[src/rtl/tcap_pkg.sv]
package tcap_pkg;
  typedef enum logic [1:0] {
    EDGE_OFF  = 2'b00,
    EDGE_RISE = 2'b01,
    EDGE_FALL = 2'b10,
    EDGE_BOTH = 2'b11
  } edge_sel_e;
endpackage

[src/rtl/tcap_sync.sv]
module tcap_sync #(
  parameter int WIDTH  = 4,
  parameter int STAGES = 2
) (
  input  logic             clk,
  input  logic             rst,
  input  logic [WIDTH-1:0] d_in,
  output logic [WIDTH-1:0] d_out
);
  logic [WIDTH-1:0] stage_q [STAGES];

  always_ff @(posedge clk) begin
    if (rst) begin
      for (int s = 0; s < STAGES; s++) stage_q[s] <= '0;
    end else begin
      stage_q[0] <= d_in;
      for (int s = 1; s < STAGES; s++) stage_q[s] <= stage_q[s-1];
    end
  end

  assign d_out = stage_q[STAGES-1];
endmodule

[src/rtl/tcap_filter.sv]
module tcap_filter #(
  parameter int FILT_LEN = 3
) (
  input  logic clk,
  input  logic rst,
  input  logic sync_in,
  output logic lvl
);
  localparam int CW = (FILT_LEN < 2) ? 1 : $clog2(FILT_LEN);
  localparam logic [CW-1:0] LAST = CW'(FILT_LEN - 1);

  logic [CW-1:0] run_q;

  always_ff @(posedge clk) begin
    if (rst) begin
      lvl   <= 1'b0;
      run_q <= '0;
    end else if (sync_in == lvl) begin
      run_q <= '0;
    end else if (run_q == LAST) begin
      lvl   <= sync_in;
      run_q <= '0;
    end else begin
      run_q <= run_q + 1'b1;
    end
  end

  // level may only move once a full run of differing samples was counted
  assert_no_short_change_R4: assert property (@(posedge clk) disable iff (rst)
    (lvl != $past(lvl)) |-> ($past(run_q) == LAST));
endmodule

[src/rtl/tcap_channel.sv]
module tcap_channel
  import tcap_pkg::*;
#(
  parameter int CNT_W = 16
) (
  input  logic             clk,
  input  logic             rst,
  input  logic             lvl,
  input  logic [CNT_W-1:0] cnt_val,
  input  logic             is_out,
  input  logic             dir_out,
  input  logic [1:0]       sel,
  input  logic             clr,
  output logic [CNT_W-1:0] cap_q,
  output logic             flag_q
);
  edge_sel_e sel_e;
  logic      lvl_d;
  logic      rise, fall, hit, ev;

  assign sel_e = edge_sel_e'(sel);
  assign rise  = lvl & ~lvl_d;
  assign fall  = ~lvl & lvl_d;

  always_comb begin
    case (sel_e)
      EDGE_RISE: hit = rise;
      EDGE_FALL: hit = fall;
      EDGE_BOTH: hit = rise | fall;
      default:   hit = 1'b0;
    endcase
  end

  assign ev = hit & ~is_out & ~dir_out;

  always_ff @(posedge clk) begin
    if (rst) begin
      lvl_d  <= 1'b0;
      cap_q  <= '0;
      flag_q <= 1'b0;
    end else begin
      lvl_d  <= lvl;
      if (ev) cap_q <= cnt_val;
      flag_q <= (flag_q & ~clr) | ev;
    end
  end

  assert_cap_value_R2: assert property (@(posedge clk) disable iff (rst)
    (cap_q != $past(cap_q)) |-> (cap_q == $past(cnt_val)));

  assert_cap_gated_R5: assert property (@(posedge clk) disable iff (rst)
    (flag_q && !$past(flag_q)) |-> (!$past(is_out) && !$past(dir_out)));

  assert_clear_R6: assert property (@(posedge clk) disable iff (rst)
    (clr && !ev) |=> !flag_q);

  assert_set_wins_R7: assert property (@(posedge clk) disable iff (rst)
    (clr && ev) |=> flag_q);
endmodule

[src/rtl/tcap_unit.sv]
module tcap_unit #(
  parameter int NUM_CH      = 4,
  parameter int CNT_W       = 16,
  parameter int FILT_LEN    = 3,
  parameter int SYNC_STAGES = 2
) (
  input  logic                      clk,
  input  logic                      rst,
  input  logic [CNT_W-1:0]          cnt_val,
  input  logic [NUM_CH-1:0]         pin_in,
  input  logic [NUM_CH-1:0]         ch_is_out,
  input  logic [NUM_CH-1:0]         dir_out,
  input  logic [2*NUM_CH-1:0]       edge_sel,
  input  logic [NUM_CH-1:0]         irq_en,
  input  logic [NUM_CH-1:0]         flag_clr,
  output logic [NUM_CH*CNT_W-1:0]   cap_val,
  output logic [NUM_CH-1:0]         flags,
  output logic                      irq
);
  logic [NUM_CH-1:0] pin_sync;
  logic [NUM_CH-1:0] pin_lvl;

  tcap_sync #(.WIDTH(NUM_CH), .STAGES(SYNC_STAGES)) u_sync (
    .clk   (clk),
    .rst   (rst),
    .d_in  (pin_in),
    .d_out (pin_sync)
  );

  for (genvar n = 0; n < NUM_CH; n++) begin : g_ch
    tcap_filter #(.FILT_LEN(FILT_LEN)) u_filt (
      .clk     (clk),
      .rst     (rst),
      .sync_in (pin_sync[n]),
      .lvl     (pin_lvl[n])
    );

    tcap_channel #(.CNT_W(CNT_W)) u_chan (
      .clk     (clk),
      .rst     (rst),
      .lvl     (pin_lvl[n]),
      .cnt_val (cnt_val),
      .is_out  (ch_is_out[n]),
      .dir_out (dir_out[n]),
      .sel     (edge_sel[2*n +: 2]),
      .clr     (flag_clr[n]),
      .cap_q   (cap_val[n*CNT_W +: CNT_W]),
      .flag_q  (flags[n])
    );
  end

  always_ff @(posedge clk) begin
    if (rst) irq <= 1'b0;
    else     irq <= |(flags & irq_en);
  end

  assert_irq_masked_R8: assert property (@(posedge clk) disable iff (rst)
    (irq_en == '0) |=> !irq);

  assert_irq_source_R8: assert property (@(posedge clk) disable iff (rst)
    irq |-> ($past(flags) != '0));
endmodule

[config.mk]
export PLATFORM = sky130hd
export DESIGN_NAME = tcap_unit
export DESIGN_NICKNAME = d
export VERILOG_FILES = /design/src/rtl/tcap_pkg.sv /design/src/rtl/tcap_sync.sv /design/src/rtl/tcap_filter.sv /design/src/rtl/tcap_channel.sv /design/src/rtl/tcap_unit.sv
export SDC_FILE = /design/constraint.sdc
export NUM_CORES = 1
export LEC_CHECK = 0
export BUFFER_PORTS_ARGS = -buffer_cell sky130_fd_sc_hd__buf_2
export CAP_MARGIN = 5
export CORE_MARGIN = 1
export CORE_UTILIZATION = 55
export CTS_CLUSTER_SIZE = 28
export DETAILED_ROUTE_END_ITERATION = 12
export PLACE_DENSITY = 0.9
export SYNTH_ARGS = -nofsm -noshare
export SYNTH_HDL_FRONTEND = slang
export SYNTH_SLANG_ARGS = --single-unit
[constraint.sdc]
create_clock -name clk -period 4.3 [get_ports clk]
set_input_delay 0.86 -clock clk [delete_from_list [all_inputs] [get_ports clk]]
set_output_delay 0.86 -clock clk [all_outputs]
set_load 0.01 [all_outputs]
Word-level counts from Yosys, hierarchy flattened
Memories as Yosys holds them, arrays and structs flattened.
Index checks and enable logic that the tools add are counted.
- add/sub/neg operators: 4
- equal/unequal tests: 20
- multiplexer cells: 9
- bitwise logic cells: 55
- reduce and logical (&&, ||, !) cells: 9
- operator list (cell ; number):
    2-bit equality test (second input constant) ; 12
    1-bit inverter ; 24
    1-bit bitwise AND ; 20
    1-bit one-hot mux with 3 select lines ; 4
    3-bit OR reduction ; 4
    1-bit bitwise OR ; 10
    2-bit by 1-bit adder with 2-bit output (second input constant) ; 4
    2-bit by 1-bit equality test with 1-bit output (second input constant) ; 4
    4-bit 2-to-1 mux ; 2
    2-bit AND reduction ; 4
    4-bit bitwise AND ; 1
    1-bit equality test ; 4
    4-bit OR reduction ; 1
    1-bit 2-to-1 mux ; 3
- register bits: 85
- memory bits (writable): 8
- bits of input ports: 46
- output and inout port bits: 69
- word-level logic and storage cells: 119
- memories kept: 1
- memory list (memory ; words ; width ; rd ports ; clocked after Yosys merged registers in ; write ports ; RTL line ; RTL):
    u_sync.stage_q ; 2 ; 4 ; 2 ; 0 ; 2 ; tcap_sync.sv:10 ; logic [WIDTH-1:0] stage_q [STAGES];

Longest topological paths before layout
- word-level depth: 7
- mapped depth: 7

By module
Synthesis repeated with hierarchy kept, for this count alone.
- cell total of the unflattened synthesis: 392
- area total of the unflattened synthesis: 4179.0 um^2
- by module, submodules not included (module ; instances ; cells an instance ; area an instance (um^2) ; seq. area each (um^2)):
    tcap_channel ; 4 ; 82 ; 863.3 ; 360.3
    tcap_filter ; 4 ; 10 ; 111.4 ; 60.1
    tcap_sync ; 1 ; 20 ; 240.2 ; 160.2
    tcap_unit ; 1 ; 4 ; 40.0 ; 20.0

Worst setup path after synthesis
Ideal clock, no wire load.
- path type: in2reg
- start point: in ch_is_out[1]
- end point: reg g_ch[1].u_chan.cap_q[0]
- arrival time: 1835 ps
- required time: 4228 ps
- path slack: 2393 ps
- stages on the path: 3
- path through: or2_4 > a311oi_4 > mux2i_1
- longest elaborated chain between the ends: 3
- RTL lines (what ; RTL line ; RTL):
    from (decl) ; tcap_unit.sv:11 ; input logic [NUM_CH-1:0] ch_is_out,
    1-bit inverter ; tcap_channel.sv:34 ; assign ev = hit & ~is_out & ~dir_out;
    1-bit bitwise AND (2 in a row) ; tcap_channel.sv:34 ;
    to (signal assigned) ; tcap_channel.sv:43 ; if (ev) cap_q <= cnt_val;
    to (decl) ; tcap_channel.sv:14 ; output logic [CNT_W-1:0] cap_q,
Every way passes these cells.
A chain may end at the register's enable or synchronous reset.

Worst setup path in the final report
- start point: reg g_ch[2].u_chan.lvl_d
- end point: reg g_ch[2].u_chan.cap_q[14]
- longest elaborated chain between the ends: 6
- RTL lines (what ; RTL line ; RTL):
    from (decl) ; tcap_channel.sv:18 ; logic lvl_d;
    from (signal assigned) ; tcap_channel.sv:42 ; lvl_d <= lvl;
    1-bit inverter ; tcap_channel.sv:22 ; assign rise = lvl & ~lvl_d;
    1-bit bitwise AND ; tcap_channel.sv:22 ;
    1-bit bitwise OR ; tcap_channel.sv:29 ; EDGE_BOTH: hit = rise | fall;
    1-bit one-hot mux with 3 select lines * ; tcap_channel.sv:26 ; case (sel_e)
    1-bit bitwise AND * (2 in a row) ; tcap_channel.sv:34 ;
    to (signal assigned) ; tcap_channel.sv:43 ;
    to (decl) ; tcap_channel.sv:14 ;
Mark *: on every way between the ends. The rest lies on a longest branch, timed or not.

==> results.cfg <==
[clock_network]
clock-root-buffer = sky130_fd_sc_hd__clkbuf_8
worst_setup_hold_path_clk_slew_ns = 0.08
hold_buffers = 0
cts_htree_levels = 3
cts_buffers = 9
clk_latency_ns = 0.34
count_of_cells_resized_by_post_cts_repair = 0
clock-sinks = 93
cts_tree = built
post_cts.repair.setup_buffers = 0
clockBufferDepth = 2

[setup_path]
critical_path.max_fanout = 17
cp-start-kind = flip-flop
cp_top_family = compound AO/OA/AOI/OAI gates
critical_path_required_ns = 4.56
timing.critical_path.cells = inv_1 > ha_1 > nand2b_1 > a311o_1 > mux2i_1
cp.arrival_ns = 2.32
critical_path_sink_type = flip-flop
crit_type = flip-flop to flip-flop
critical_path.n_buffers_inverters = 1
crit_path_top_delay_cell = sky130_fd_sc_hd__a311o_1
worst_path_largest_cell_delay_ns = 0.94

[global_routing]
grt_antenna_before_repair = 0
grt_max_degree = 80
wire_length_of_the_first_global_routing_pass_um = 12230
gr_overflow_total = 0
grt.total_usage = 0.2171
grt_pass1_vias = 2651

[layout]
ff_latch_area_sq_um = 1862
layout_commonest_cell = sky130_fd_sc_hd__buf_2
final_cell_count_without_fillers = 539
multiInputGateArea_sq_um = 1758
fillCellCount = 500
flow.area_growth_from_synthesis_pct = 21.39
design.final.nets = 515
drive_above_1_share = 0.2879
layout.cells.most_common_list = sky130_fd_sc_hd__buf_2, sky130_fd_sc_hd__dfxtp_1, sky130_fd_sc_hd__nand2b_1
insertedDiodeCount = 0

[yosys]
area_share_of_the_largest_cell_type_after_synthesis = 0.4911
post_synth.cell_area_avg_sq_um = 10.80
synth.area.top_cells = sky130_fd_sc_hd__dfxtp_1, sky130_fd_sc_hd__mux2i_1, sky130_fd_sc_hd__nand2b_1
syn-instance-count = 351
synth.ff_latch_count = 93
yosys_warnings = 0
mappedNetlistArea_sq_um = 3791
synthDominantAreaCellType = sky130_fd_sc_hd__dfxtp_1
syn-num-nets = 409
synth.distinct_cells = 20
portion_of_the_post_synthesis_area_used_by_sequential_elements = 0.4911

[timing]
post_route_minimum_period_ns = 2.057
setup-violations-final = 0
timing.fmax_ghz = 0.4861
timing.max_slew.rel_slack = 0.2280
finalMaxSlewViolations = 0
tightestPinTransition_ns = 1.158
period_utilization_post_route = 0.4785
clock-skew-final_ns = 0.01229
fin_tns_setup_ns = 0
finalHoldViolations = 0
grt_setup_unrepaired = no

[drt]
drt-pass1-iter-count = 4
via_count = 2722
antenna_left = 0
post_drt_wl_per_cell_um = 14.22
post-route-drc-count = 0
dr.first_iter.drc_count = 57
vias_per_inst = 5.050
routed_wl_um = 7664

[floorplanning]
die_height_um = 85.03
die_width_um = 85.03
design.core.area_sq_um = 6495
io-pin-count = 115
design.die.area_sq_um = 7229
num_rows = 29
initial_core_util = 0.5837

[place]
numPortBuffers = 114
dp.final_hpwl_um = 5568
dp.cells = 523
globalplace.congestion = 0.7233

[min_path]
worst_hold_path_type = flip-flop to flip-flop

[outcome]
outcome = complete, no violations

[pwr]
power_density_nw_per_um2 = 377.5
vdd_drop_max_uv = 219.5
power.leakage_nw = 2.261

[run]
cap_violations = 0
==> state kept, by name, indices dropped and copies added (netlist names) <==
| register | flops |
|---|---|
| g_ch.u_chan.cap_q | 64 |
| u_sync.stage_q | 8 |
| g_ch.u_chan.lvl_d | 4 |
| g_ch.u_filt.lvl | 4 |
| irq | 1 |
| g_ch.u_filt.run_q | 8 |
| g_ch.u_chan.flag_q | 4 |
==> cell usage after synthesis <==
cell                       count
sky130_fd_sc_hd__dfxtp_1      93
sky130_fd_sc_hd__nand2b_1     92
sky130_fd_sc_hd__mux2i_1      68
sky130_fd_sc_hd__nor2_1       16
sky130_fd_sc_hd__ha_1         12
sky130_fd_sc_hd__inv_1        12
sky130_fd_sc_hd__clkbuf_1     11
sky130_fd_sc_hd__a21oi_1       9
sky130_fd_sc_hd__nor2b_1       8
sky130_fd_sc_hd__buf_4         4
sky130_fd_sc_hd__buf_6         4
sky130_fd_sc_hd__or3_1         4
sky130_fd_sc_hd__xnor2_1       4
sky130_fd_sc_hd__a311o_1       3
sky130_fd_sc_hd__or2_1         3
sky130_fd_sc_hd__a22oi_1       2
sky130_fd_sc_hd__a311oi_4      2
sky130_fd_sc_hd__buf_2         2
sky130_fd_sc_hd__a311o_2       1
sky130_fd_sc_hd__or2_4         1
==> final cells by class <==
class                           instances  area share
Clock buffer                           12     0.02936
Clock inverter                          4     0.02610
Inverter                               12    0.009788
Multi-Input combinational cell        225      0.3820
Sequential cell                        93      0.4046
Tap cell                               77     0.02094
Timing Repair Buffer                  116      0.1272
==> where the power goes <==
part           switching (W)  total [W]  internal [W]
Combinational      0.0000600   0.000120     0.0000598
Sequential         0.0000102   0.000890      0.000880
Clock               0.000281   0.000727      0.000446
==> path summary, 6_finish.rpt <==
kind                               to  cells after the start               startpoint  slack, ns
max          g_ch[2].u_chan.cap_q[14]                      5     g_ch[2].u_chan.lvl_d       2.24
min           g_ch[0].u_filt.run_q[0]                      1  g_ch[0].u_filt.run_q[0]       0.41
max reg2reg  g_ch[2].u_chan.cap_q[14]                      5     g_ch[2].u_chan.lvl_d       2.24
min reg2reg   g_ch[0].u_filt.run_q[0]                      1  g_ch[0].u_filt.run_q[0]       0.41
==> routing by layer <==
layer / up-vias / share of wire / track usage
li1: 1357 / - / -
met1: 1269 / 0.44 / 0.2611
met2: 80 / 0.50 / 0.3834
met3: 16 / 0.046 / 0.03794
met4: 0 / 0.020 / 0.08937
met5: - / 0 / 0
==> metrics by stage <==
stage / hold slack [ns] / util / instance area, sq um / total power [W] / worst slack, ns
finish: 0.4111 / 0.7085 / 4602 / 0.001737 / 2.243
global route: 0.4298 / 0.7085 / 4602 / 0.001797 / 2.086
CTS: 0.4157 / 0.7085 / 4602 / 0.001746 / 2.244
detailed placement: 0.4041 / 0.6692 / 4347 / 0.001031 / 1.891
global placement: 0.3984 / 0.6692 / 4347 / 0.001027 / 1.950
floorplan: 0.3912 / - / 3791 / 0.0009824 / 2.393
==> cells by family after synthesis <==
family / synth area share
fa+ha+maj: 0.03960
mux: 0.1795
flops: 0.4911
simple gates: 0.1947
compound gates: 0.04059
buf+inv: 0.04521
xor+xnor: 0.009240
No activity file was read; power rests on OpenSTA's default activity.
